File: src/rtl/priv_region_pkg.sv
package priv_region_pkg;

    typedef enum logic [2:0] {
        RG_CTRL,
        RG_CONFIG,
        RG_STATUS,
        RG_INVAL,
        RG_CPUIF,
        RG_TIMER,
        RG_NONE
    } region_e;

    typedef struct packed {
        region_e    region;
        logic [1:0] core;
        logic       present;
    } dec_t;

    typedef enum logic [1:0] {
        S_IDLE,
        S_ISSUE,
        S_RESP
    } state_e;

endpackage

File: src/rtl/priv_addr_decode.sv
module priv_addr_decode
    import priv_region_pkg::*;
#(
    parameter int NUM_CORES = 4
) (
    input  logic [11:0] addr,
    input  logic [1:0]  req_core,
    output dec_t        dec
);

    localparam logic [11:0] CI_ALIAS_LO = 12'h100;
    localparam logic [11:0] CI_BANK_LO  = 12'h200;
    localparam logic [11:0] TM_ALIAS_LO = 12'h600;
    localparam logic [11:0] TM_BANK_LO  = 12'h700;
    localparam logic [11:0] TM_END      = 12'hB00;

    always_comb begin
        dec.region  = RG_NONE;
        dec.core    = req_core;
        if (addr < CI_ALIAS_LO) begin
            unique case (addr[7:0])
                8'h00:   dec.region = RG_CTRL;
                8'h04:   dec.region = RG_CONFIG;
                8'h08:   dec.region = RG_STATUS;
                8'h0C:   dec.region = RG_INVAL;
                default: dec.region = RG_NONE;
            endcase
        end else if (addr < TM_ALIAS_LO) begin
            dec.region = RG_CPUIF;
            if (addr >= CI_BANK_LO) begin
                // page minus 2, modulo 4
                dec.core = addr[9:8] - 2'd2;
            end
        end else if (addr < TM_END) begin
            if (addr[7:6] == 2'b00) begin
                dec.region = RG_TIMER;
            end
            if (addr >= TM_BANK_LO) begin
                // page minus 7, modulo 4
                dec.core = addr[9:8] - 2'd3;
            end
        end
        dec.present = (32'(dec.core) < NUM_CORES);
    end

endmodule

File: src/rtl/priv_scu_regs.sv
module priv_scu_regs
    import priv_region_pkg::*;
#(
    parameter int NUM_CORES = 4,
    parameter int DATA_W    = 32
) (
    input  logic              clk,
    input  logic              rst_n,
    input  logic              ctrl_we,
    input  logic [DATA_W-1:0] wdata,
    input  region_e           region,
    output logic [DATA_W-1:0] rdata
);

    localparam logic [DATA_W-1:0] CORE_MASK = DATA_W'((1 << NUM_CORES) - 1);
    localparam logic [DATA_W-1:0] CFG_WORD  = (CORE_MASK << 4) | DATA_W'(NUM_CORES - 1);

    logic [DATA_W-1:0] ctrl_q;

    always_ff @(posedge clk or negedge rst_n) begin
        if (!rst_n) begin
            ctrl_q <= '0;
        end else if (ctrl_we) begin
            ctrl_q <= wdata;
        end
    end

    always_comb begin
        unique case (region)
            RG_CTRL:   rdata = ctrl_q;
            RG_CONFIG: rdata = CFG_WORD;
            default:   rdata = '0;
        endcase
    end

endmodule

File: src/rtl/priv_region_decode.sv
module priv_region_decode
    import priv_region_pkg::*;
#(
    parameter int NUM_CORES = 4
) (
    input  logic        clk,
    input  logic        rst_n,
    input  logic        acc_valid,
    output logic        acc_ready,
    input  logic        acc_write,
    input  logic [11:0] acc_addr,
    input  logic [31:0] acc_wdata,
    input  logic [1:0]  acc_core,
    output logic        rsp_valid,
    output logic [31:0] rsp_rdata,
    output logic        rsp_err,
    output logic        ci_sel,
    output logic        ci_wr,
    output logic [1:0]  ci_core,
    output logic [7:0]  ci_off,
    input  logic [31:0] ci_rdata,
    output logic        tm_sel,
    output logic        tm_wr,
    output logic [2:0]  tm_idx,
    output logic [3:0]  tm_off,
    input  logic [31:0] tm_rdata,
    output logic        inv_strobe,
    output logic [31:0] fwd_wdata
);

    state_e      state, state_nx;
    logic        q_wr;
    logic [11:0] q_addr;
    logic [31:0] q_wdata;
    logic [1:0]  q_core;
    logic [31:0] rdata_q, rdata_nx;
    logic        err_q, err_nx;
    dec_t        dec;
    logic [31:0] scu_rdata;
    logic        ctrl_we;
    logic        accept;

    priv_addr_decode #(.NUM_CORES(NUM_CORES)) u_dec (
        .addr     (q_addr),
        .req_core (q_core),
        .dec      (dec)
    );

    priv_scu_regs #(.NUM_CORES(NUM_CORES), .DATA_W(32)) u_scu (
        .clk     (clk),
        .rst_n   (rst_n),
        .ctrl_we (ctrl_we),
        .wdata   (q_wdata),
        .region  (dec.region),
        .rdata   (scu_rdata)
    );

    assign accept = acc_valid && (state == S_IDLE);

    // state register
    always_ff @(posedge clk or negedge rst_n) begin
        if (!rst_n) begin
            state <= S_IDLE;
        end else begin
            state <= state_nx;
        end
    end

    always_comb begin
        state_nx = state;
        unique case (state)
            S_IDLE:  if (accept) state_nx = S_ISSUE;
            S_ISSUE: state_nx = S_RESP;
            S_RESP:  state_nx = S_IDLE;
            default: state_nx = S_IDLE;
        endcase
    end

    // request capture and response registers
    always_ff @(posedge clk or negedge rst_n) begin
        if (!rst_n) begin
            q_wr    <= 1'b0;
            q_addr  <= '0;
            q_wdata <= '0;
            q_core  <= '0;
            rdata_q <= '0;
            err_q   <= 1'b0;
        end else begin
            if (accept) begin
                q_wr    <= acc_write;
                q_addr  <= acc_addr;
                q_wdata <= acc_wdata;
                q_core  <= acc_core;
            end
            if (state == S_ISSUE) begin
                rdata_q <= rdata_nx;
                err_q   <= err_nx;
            end
        end
    end

    // read data and error selection for the ISSUE cycle
    always_comb begin
        rdata_nx = '0;
        err_nx   = 1'b0;
        unique case (dec.region)
            RG_CTRL, RG_CONFIG, RG_STATUS, RG_INVAL: rdata_nx = scu_rdata;
            RG_CPUIF: if (dec.present) rdata_nx = ci_rdata;
            RG_TIMER: if (dec.present) rdata_nx = tm_rdata;
            default:  err_nx = 1'b1;
        endcase
        if (q_wr) begin
            rdata_nx = '0;
        end
    end

    // outputs
    always_comb begin
        acc_ready  = 1'b0;
        rsp_valid  = 1'b0;
        ci_sel     = 1'b0;
        tm_sel     = 1'b0;
        inv_strobe = 1'b0;
        ctrl_we    = 1'b0;
        unique case (state)
            S_IDLE:  acc_ready = 1'b1;
            S_ISSUE: begin
                ci_sel     = (dec.region == RG_CPUIF) && dec.present;
                tm_sel     = (dec.region == RG_TIMER) && dec.present;
                inv_strobe = (dec.region == RG_INVAL) && q_wr;
                ctrl_we    = (dec.region == RG_CTRL) && q_wr;
            end
            S_RESP:  rsp_valid = 1'b1;
            default: acc_ready = 1'b0;
        endcase
    end

    assign ci_wr     = q_wr;
    assign tm_wr     = q_wr;
    assign ci_core   = dec.core;
    assign ci_off    = q_addr[7:0];
    assign tm_idx    = {dec.core, q_addr[5]};
    assign tm_off    = q_addr[3:0];
    assign fwd_wdata = q_wdata;
    assign rsp_rdata = rsp_valid ? rdata_q : '0;
    assign rsp_err   = rsp_valid & err_q;

endmodule

File: config.mk
export PLATFORM = sky130hd
export DESIGN_NAME = priv_region_decode
export DESIGN_NICKNAME = d
export VERILOG_FILES = /design/src/rtl/priv_region_pkg.sv /design/src/rtl/priv_addr_decode.sv /design/src/rtl/priv_scu_regs.sv /design/src/rtl/priv_region_decode.sv
export SDC_FILE = /design/constraint.sdc
export NUM_CORES = 1
export LEC_CHECK = 0
export CORE_MARGIN = 5
export CORE_UTILIZATION = 41
export DETAILED_ROUTE_END_ITERATION = 8
export PLACE_DENSITY = 0.84
export SKIP_LAST_GASP = 1
export SYNTH_ARGS = -nofsm -noshare
export SYNTH_HDL_FRONTEND = slang
export SYNTH_HIERARCHICAL = 1
export SYNTH_SLANG_ARGS = --single-unit
File: constraint.sdc
create_clock -name clk -period 5.25 [get_ports clk]
set_clock_uncertainty 0.2 [all_clocks]
set_input_delay 0.525 -clock clk [delete_from_list [all_inputs] [get_ports clk]]
set_output_delay 0.525 -clock clk [all_outputs]
set_load 0.005 [all_outputs]
==> run_results.csv, run 1 <==
group,metric,value,unit
run_status,status,"finished, final reports clean",
power,p_comb_share,26.0,%
grt,antenna_found_initial,0,
routing,drt_iter0_markers,148,
die,die-width,130,um
logic_synthesis,yosys_register_bits,114,
routing,wl_per_cell,17.3,um
timing,hold_viol_final,0,
grt,grt_max_degree,68,
final_layout,final_nets,817,
die,dieArea,16800,um2
die,die_h,130,um
power,power,3.03,mW
die,fp-row-count,43,
clock_tree,clk_pin_slew,50,ps
timing,period_share,84.6,%
clock_tree,cts_tree,"yes",
routing,wl,15400,um
timing,max_freq,0.225,GHz
placement,place_area,7850,um2
timing,finalMaxSlewViolations,0,
timing,tns,0,ps
clock_tree,numCtsBuffers,17,
placement,hpwl,11000,um
setup_path,critPathLaunch,"q_addr[9]",
grt,grt_pass1_vias,4900,
logic_synthesis,ys_async_sr_fraction,100,%
routing,drc_errors,0,
power,power.leakage,3.52,nW
die,initial_utilization,42.1,%
logic_synthesis,synth_nets,641,
setup_path,crit_fanout,38,
logic_synthesis,synth-main-ff-cell,"dfrtp_1",
final_layout,regArea,2850,um2
setup_path,slowest_stage,"or3_4",
logic_synthesis,netlist_instances,525,
logic_synthesis,synth_area_per_cell,11.2,um2
setup_path,required,4530,ps
setup_path,rr_startpoint,"q_addr[9]",
power,swShare,26.6,%
hold_path,min_path_type,"input port to asynchronous set/reset pin",
routing,dr.pass1.iters,6,
logic_synthesis,yosys_warnings,6,
clock_tree,clk_latency,410,ps
logic_synthesis,netlist_area,5870,um2
power,power_frac_clock,36.6,%
placement,gp_congestion,0.799,
setup_path,path_buf_inv,2,
timing,period_minus_slack,4440,ps
power,p_switching,0.806,mW
logic_synthesis,yosysSeqAreaShare,48.6,%
setup_path,critPathArrivalTime,3710,ps
setup_path,worstPathCellList,"inv_1, ha_1, or3b_1, or3_4, o22ai_4, nand2_1, nor3_1, clkdlybuf4s50_1",
power,pwr_density_cell,360,nW/um2
power,power_frac_seq,37.4,%
power,p_int,2.23,mW
routing,ant_nets,0,
final_layout,multiInputGateArea,2680,um2
final_layout,diodes,0,
clock_tree,ctsResizeCount,0,
routing,vias,4485,
placement,port_buffers,202,
die,design.core.area,13900,um2
final_layout,fin_util,60.5,%
clock_tree,cts_setup_buffers,0,
setup_path,end_kind,"primary output",
final_layout,final_area,8420,um2
timing,rsz0062_at_grt,"no",
final_layout,areaGrowthSynthToFinish,43.6,%
die,ios,203,
grt,overflow,0,
clock_tree,ctsHoldBuffers,0,
final_layout,layout_commonest_cell,"clkdlybuf4s50_1",
final_layout,drive_gt1_share,14.7,%
power,ir_worst_vdd,277,uV
final_layout,nFillCells,1111,
timing,relSlewSlack,17.7,%
setup_path,path_class,"flip-flop to primary output",
clock_tree,htreeDepth,4,
logic_synthesis,synthDistinctLibCells,46,
grt,track_usage,18.6,%
grt,grt_pass1_wl,24500,um
setup_path,max_stage_delay,580,ps
run,maxCapViolCount,0,
clock_tree,cts_root_buf,"clkbuf_16",
logic_synthesis,synth_edf_count,0,
clock_tree,clock-sinks,114,
timing,finalSetupViolCount,0,
setup_path,start_kind,"flip-flop",
final_layout,final_cell_mix,"clkdlybuf4s50_1 (201), dfrtp_1 (114), and2_1 (60), mux2_2 (60), mux2_1 (51)",
routing,vias_per_cell,5.02,
clock_tree,cts_buffer_depth,2,
setup_path,crit_family,"simple AND/OR/NAND/NOR gates",
timing,tightest_slew,1230,ps
-- final cells by class --
type | count | share of cell area (%)
flip-flops and latches | 114 | 33.9
multi-input cells | 353 | 31.8
repair buffers | 208 | 24.5
clock buffers | 26 | 5.93
well taps | 180 | 2.67
clock inverters | 5 | 0.891
inverters | 7 | 0.312
-- cells in the mapped netlist (2+ instances only) --
cell type    n  area (um2)
a21oi_1     34         170
nand3b_1     2        15.0
ha_1         2        25.0
o21ai_0     32         160
o21ai_1      2        10.0
o21a_1       6        45.0
and2_1      61         382
nor3b_1      2        15.0
mux2_1      51         574
nand2b_1     3        18.8
inv_1        7        26.3
nor2b_1     33         206
nor3_1       2        10.0
buf_2       11        55.1
clkbuf_1    11        41.3
mux2_2      60         676
buf_6        6        67.6
dfrtp_1    114        2850
nor2_1       2        7.51
buf_4       22         165
o22ai_1      2        12.5
nand2_1     36         135
-- per-stage QoR --
step / std cells / hold WS, ps / setup slack (ps)
floorplan: 525 / 29.4 / 1750
global placement: 862 / 254 / 1440
CTS: 893 / 51.8 / 825
global route: 893 / 100 / 676
detailed placement: 862 / 263 / 1280
finish: 893 / 31.9 / 810
-- layer usage --
metal,wire length [um],part of all wire [%],global-route usage [%]
met1,6060,39,21.2
met2,7910,51,32.9
met5,0,0,0
met4,224,1.5,6.23
met3,1250,8.1,6.31
-- path summary, 6_finish.rpt --
check	to	slack, ps	cells after the start
worst min-delay path	q_addr[8]	30	1
worst max-delay path	inv_strobe	810	8
max in group asynchronous	u_scu/ctrl_q[16]	3700	2
worst min register to register	rdata_q[0]	270	2
worst max register to register	u_scu/ctrl_q[17]	1300	8
min in group clk	rdata_q[0]	270	2
-- state kept, by name (all words and copies together) (netlist names) --
| register | flops |
|---|---|
| fwd_wdata | 32 |
| rdata_q | 32 |
| u_scu/ctrl_q | 32 |
| q_addr | 12 |
| q_core | 2 |
| state | 2 |
| ci_wr | 1 |
| err_q | 1 |
-- cell families after synthesis --
logic type,count (synthesis),share of synthesized area [%]
AND/OR/NAND/NOR,154,15.4
other,1,0.0639
AO/OA/AOI/OAI,84,7.93
flip-flops,114,48.6
XOR/XNOR,1,0.149
multiplexers,111,21.3
buffers and inverters,58,6.12
adder cells (fa/ha/maj),2,0.426
-- power by group through the flow --
stage | sequential (mW) | clock (mW) | combinational, mW
2_1_floorplan | 1.11 | 0 | 0.412
3_3_place_gp | 1.14 | 0 | 0.771
3_5_place_dp | 1.15 | 0 | 0.795
4_1_cts | 1.14 | 1.14 | 0.802
5_1_grt | 1.16 | 1.17 | 0.856
6_report | 1.13 | 1.11 | 0.789
Power figures use the tool's default switching activity.
==> run 2, diff against run 1 <==
==> constraint.sdc (replaced) <==
create_clock -name clk -period 4.4 [get_ports clk]
set_clock_uncertainty 0.2 [all_clocks]
set_input_delay 0.44 -clock clk [delete_from_list [all_inputs] [get_ports clk]]
set_output_delay 0.44 -clock clk [all_outputs]
set_load 0.005 [all_outputs]
==> run_results.csv, run 2 (synthesis gave the netlist of run 1 again) <==
group,metric,value,unit
run_status,status,"finished with violations",
run_status,violations,"hold timing",
power,power_frac_seq,36.6,%
clock_tree,cts_buffer_depth,2,
clock_tree,cts_tree,"yes",
timing,finalSetupViolCount,0,
placement,numPlacedInstances,864,
timing,tns,0,ps
timing,period_minus_slack,4230,ps
power,ir_worst_vdd,255,uV
timing,hold_viol_final,8,
setup_path,path_buf_inv,3,
setup_path,start_kind,"flip-flop",
clock_tree,numCtsBuffers,17,
timing,period_share,96.2,%
hold_path,min_path_type,"input port to asynchronous set/reset pin",
setup_path,worst-r2r-cell-count,10,
power,p_switching,1.00,mW
routing,drc_errors,0,
setup_path,crit_family,"simple AND/OR/NAND/NOR gates",
grt,grt_pass1_wl,24700,um
clock_tree,clock-sinks,114,
grt,gr-usage-met1,22.4,%
placement,gp_congestion,0.764,
die,die-width,130,um
routing,ant_nets,0,
routing,vias,4462,
clock_tree,ctsResizeCount,0,
final_layout,drive_gt1_share,15.6,%
clock_tree,ctsHoldBuffers,0,
grt,track_usage,18.8,%
power,power_frac_clock,38.0,%
final_layout,diodes,0,
die,die_h,130,um
die,fp-row-count,43,
routing,vias_per_cell,4.98,
power,power.leakage,3.53,nW
final_layout,fin_cells,896,
setup_path,critPathArrivalTime,3590,ps
setup_path,slowest_stage,"or3_4",
grt,grt_use_met3,5.56,%
run,maxCapViolCount,0,
timing,finalMaxSlewViolations,0,
timing,max_freq,0.236,GHz
timing,setup_slack,166,ps
setup_path,end_kind,"primary output",
power,p_int,2.69,mW
grt,grt_pass1_vias,4918,
grt,use_met2,31.8,%
setup_path,max_stage_delay,560,ps
setup_path,reg2reg_slack,540,ps
clock_tree,htreeDepth,4,
setup_path,required,3760,ps
power,pwr_density_cell,436,nW/um2
final_layout,final_nets,819,
setup_path,rr_startpoint,"q_addr[9]",
timing,rsz0062_at_grt,"no",
timing,tightest_slew,1250,ps
die,design.core.area,13900,um2
die,ios,203,
setup_path,worstPathCellList,"inv_1, ha_1, or3b_1, or3_4, o22ai_4, buf_4, and3_1, clkdlybuf4s50_1",
power,p_comb_share,25.4,%
clock_tree,cts_root_buf,"clkbuf_16",
routing,wl_per_cell,17.3,um
grt,grt_max_degree,79,
die,dieArea,16800,um2
clock_tree,clk_latency,410,ps
clock_tree,clk_pin_slew,60,ps
final_layout,final_cell_mix,"clkdlybuf4s50_1 (201), dfrtp_1 (114), and2_1 (60), mux2_2 (60), mux2_1 (51)",
final_layout,fin_util,60.9,%
placement,hpwl,11000,um
routing,dr.pass1.iters,4,
die,initial_utilization,42.1,%
final_layout,layout_commonest_cell,"clkdlybuf4s50_1",
grt,antenna_found_initial,0,
grt,overflow,0,
setup_path,r2r_end,"rdata_q[5]",
placement,dp_worst_setup_slack,556,ps
power,swShare,27.1,%
setup_path,path_class,"flip-flop to primary output",
routing,drt_iter0_markers,180,
setup_path,crit_fanout,38,
routing,wl,15500,um
placement,port_buffers,202,
final_layout,areaGrowthSynthToFinish,44.5,%
timing,relSlewSlack,16.9,%
timing,hold_ws,-17.8,ps
grt,top_usage_layer,"met2",
run 2: changes by cell type in the layout (fill, tap and decap cells not counted):
| cell | change |
|---|---|
| clkbuf_1 | -4 |
| clkinv_4 | +2 |
| buf_4 | +2 |
| clkinvlp_4 | +6 |
| clkinv_2 | -2 |
| clkbuf_8 | -2 |
| bufinv_16 | +1 |
run 2: worst max-delay path by stage:
stage,endpoint,startpoint,depth (start not counted)
2_1_floorplan,u_scu/ctrl_q[0],q_addr[9],11
6_report,tm_sel,q_addr[9],8
3_5_place_dp,rdata_q[6],q_addr[9],10
4_1_cts,tm_sel,q_addr[9],8
3_3_place_gp,tm_sel,q_addr[9],8
5_1_grt,tm_sel,q_addr[9],8
run 2: final cells by class:
cell class	count	area, um2
inverter	7	26.3
tap	180	225
clock inverter	12	158
multi-input combinational	353	2680
clock buffer	20	457
sequential	114	2850
fill	1095	5460
timing repair buffer	210	2080
run 2: power by group through the flow:
| stage | registers, mW | logic (mW) | clock network [mW] |
|---|---|---|---|
| after floorplan | 1.32 | 0.491 | 0 |
| after global placement | 1.35 | 0.917 | 0 |
| after detailed placement | 1.37 | 0.945 | 0 |
| after CTS | 1.35 | 0.954 | 1.43 |
| after global routing | 1.38 | 1.02 | 1.48 |
| final | 1.35 | 0.938 | 1.40 |
run 2: through the flow:
stage	total power [mW]	hold WS (ps)	cell area [um2]
2_1_floorplan	1.81	-55.6	5870
3_3_place_gp	2.27	253	7870
3_5_place_dp	2.31	263	7870
4_1_cts	3.74	19.2	8480
5_1_grt	3.88	73.1	8480
6_report	3.69	-17.8	8480
run 2: what timing repair did:
item	in CTS	in global routing
endpoints found under the hold margin	0	0
buffers inserted	0	0
endpoints found under the setup margin	0	1
run 2: layer usage:
metal / vias to the layer above / wire length (um) / part of all wire (%)
li1: 2136 / - / -
met1: 2129 / 6440 / 42
met2: 166 / 7570 / 49
met3: 31 / 1070 / 6.9
met4: 0 / 412 / 2.7
met5: - / 0 / 0
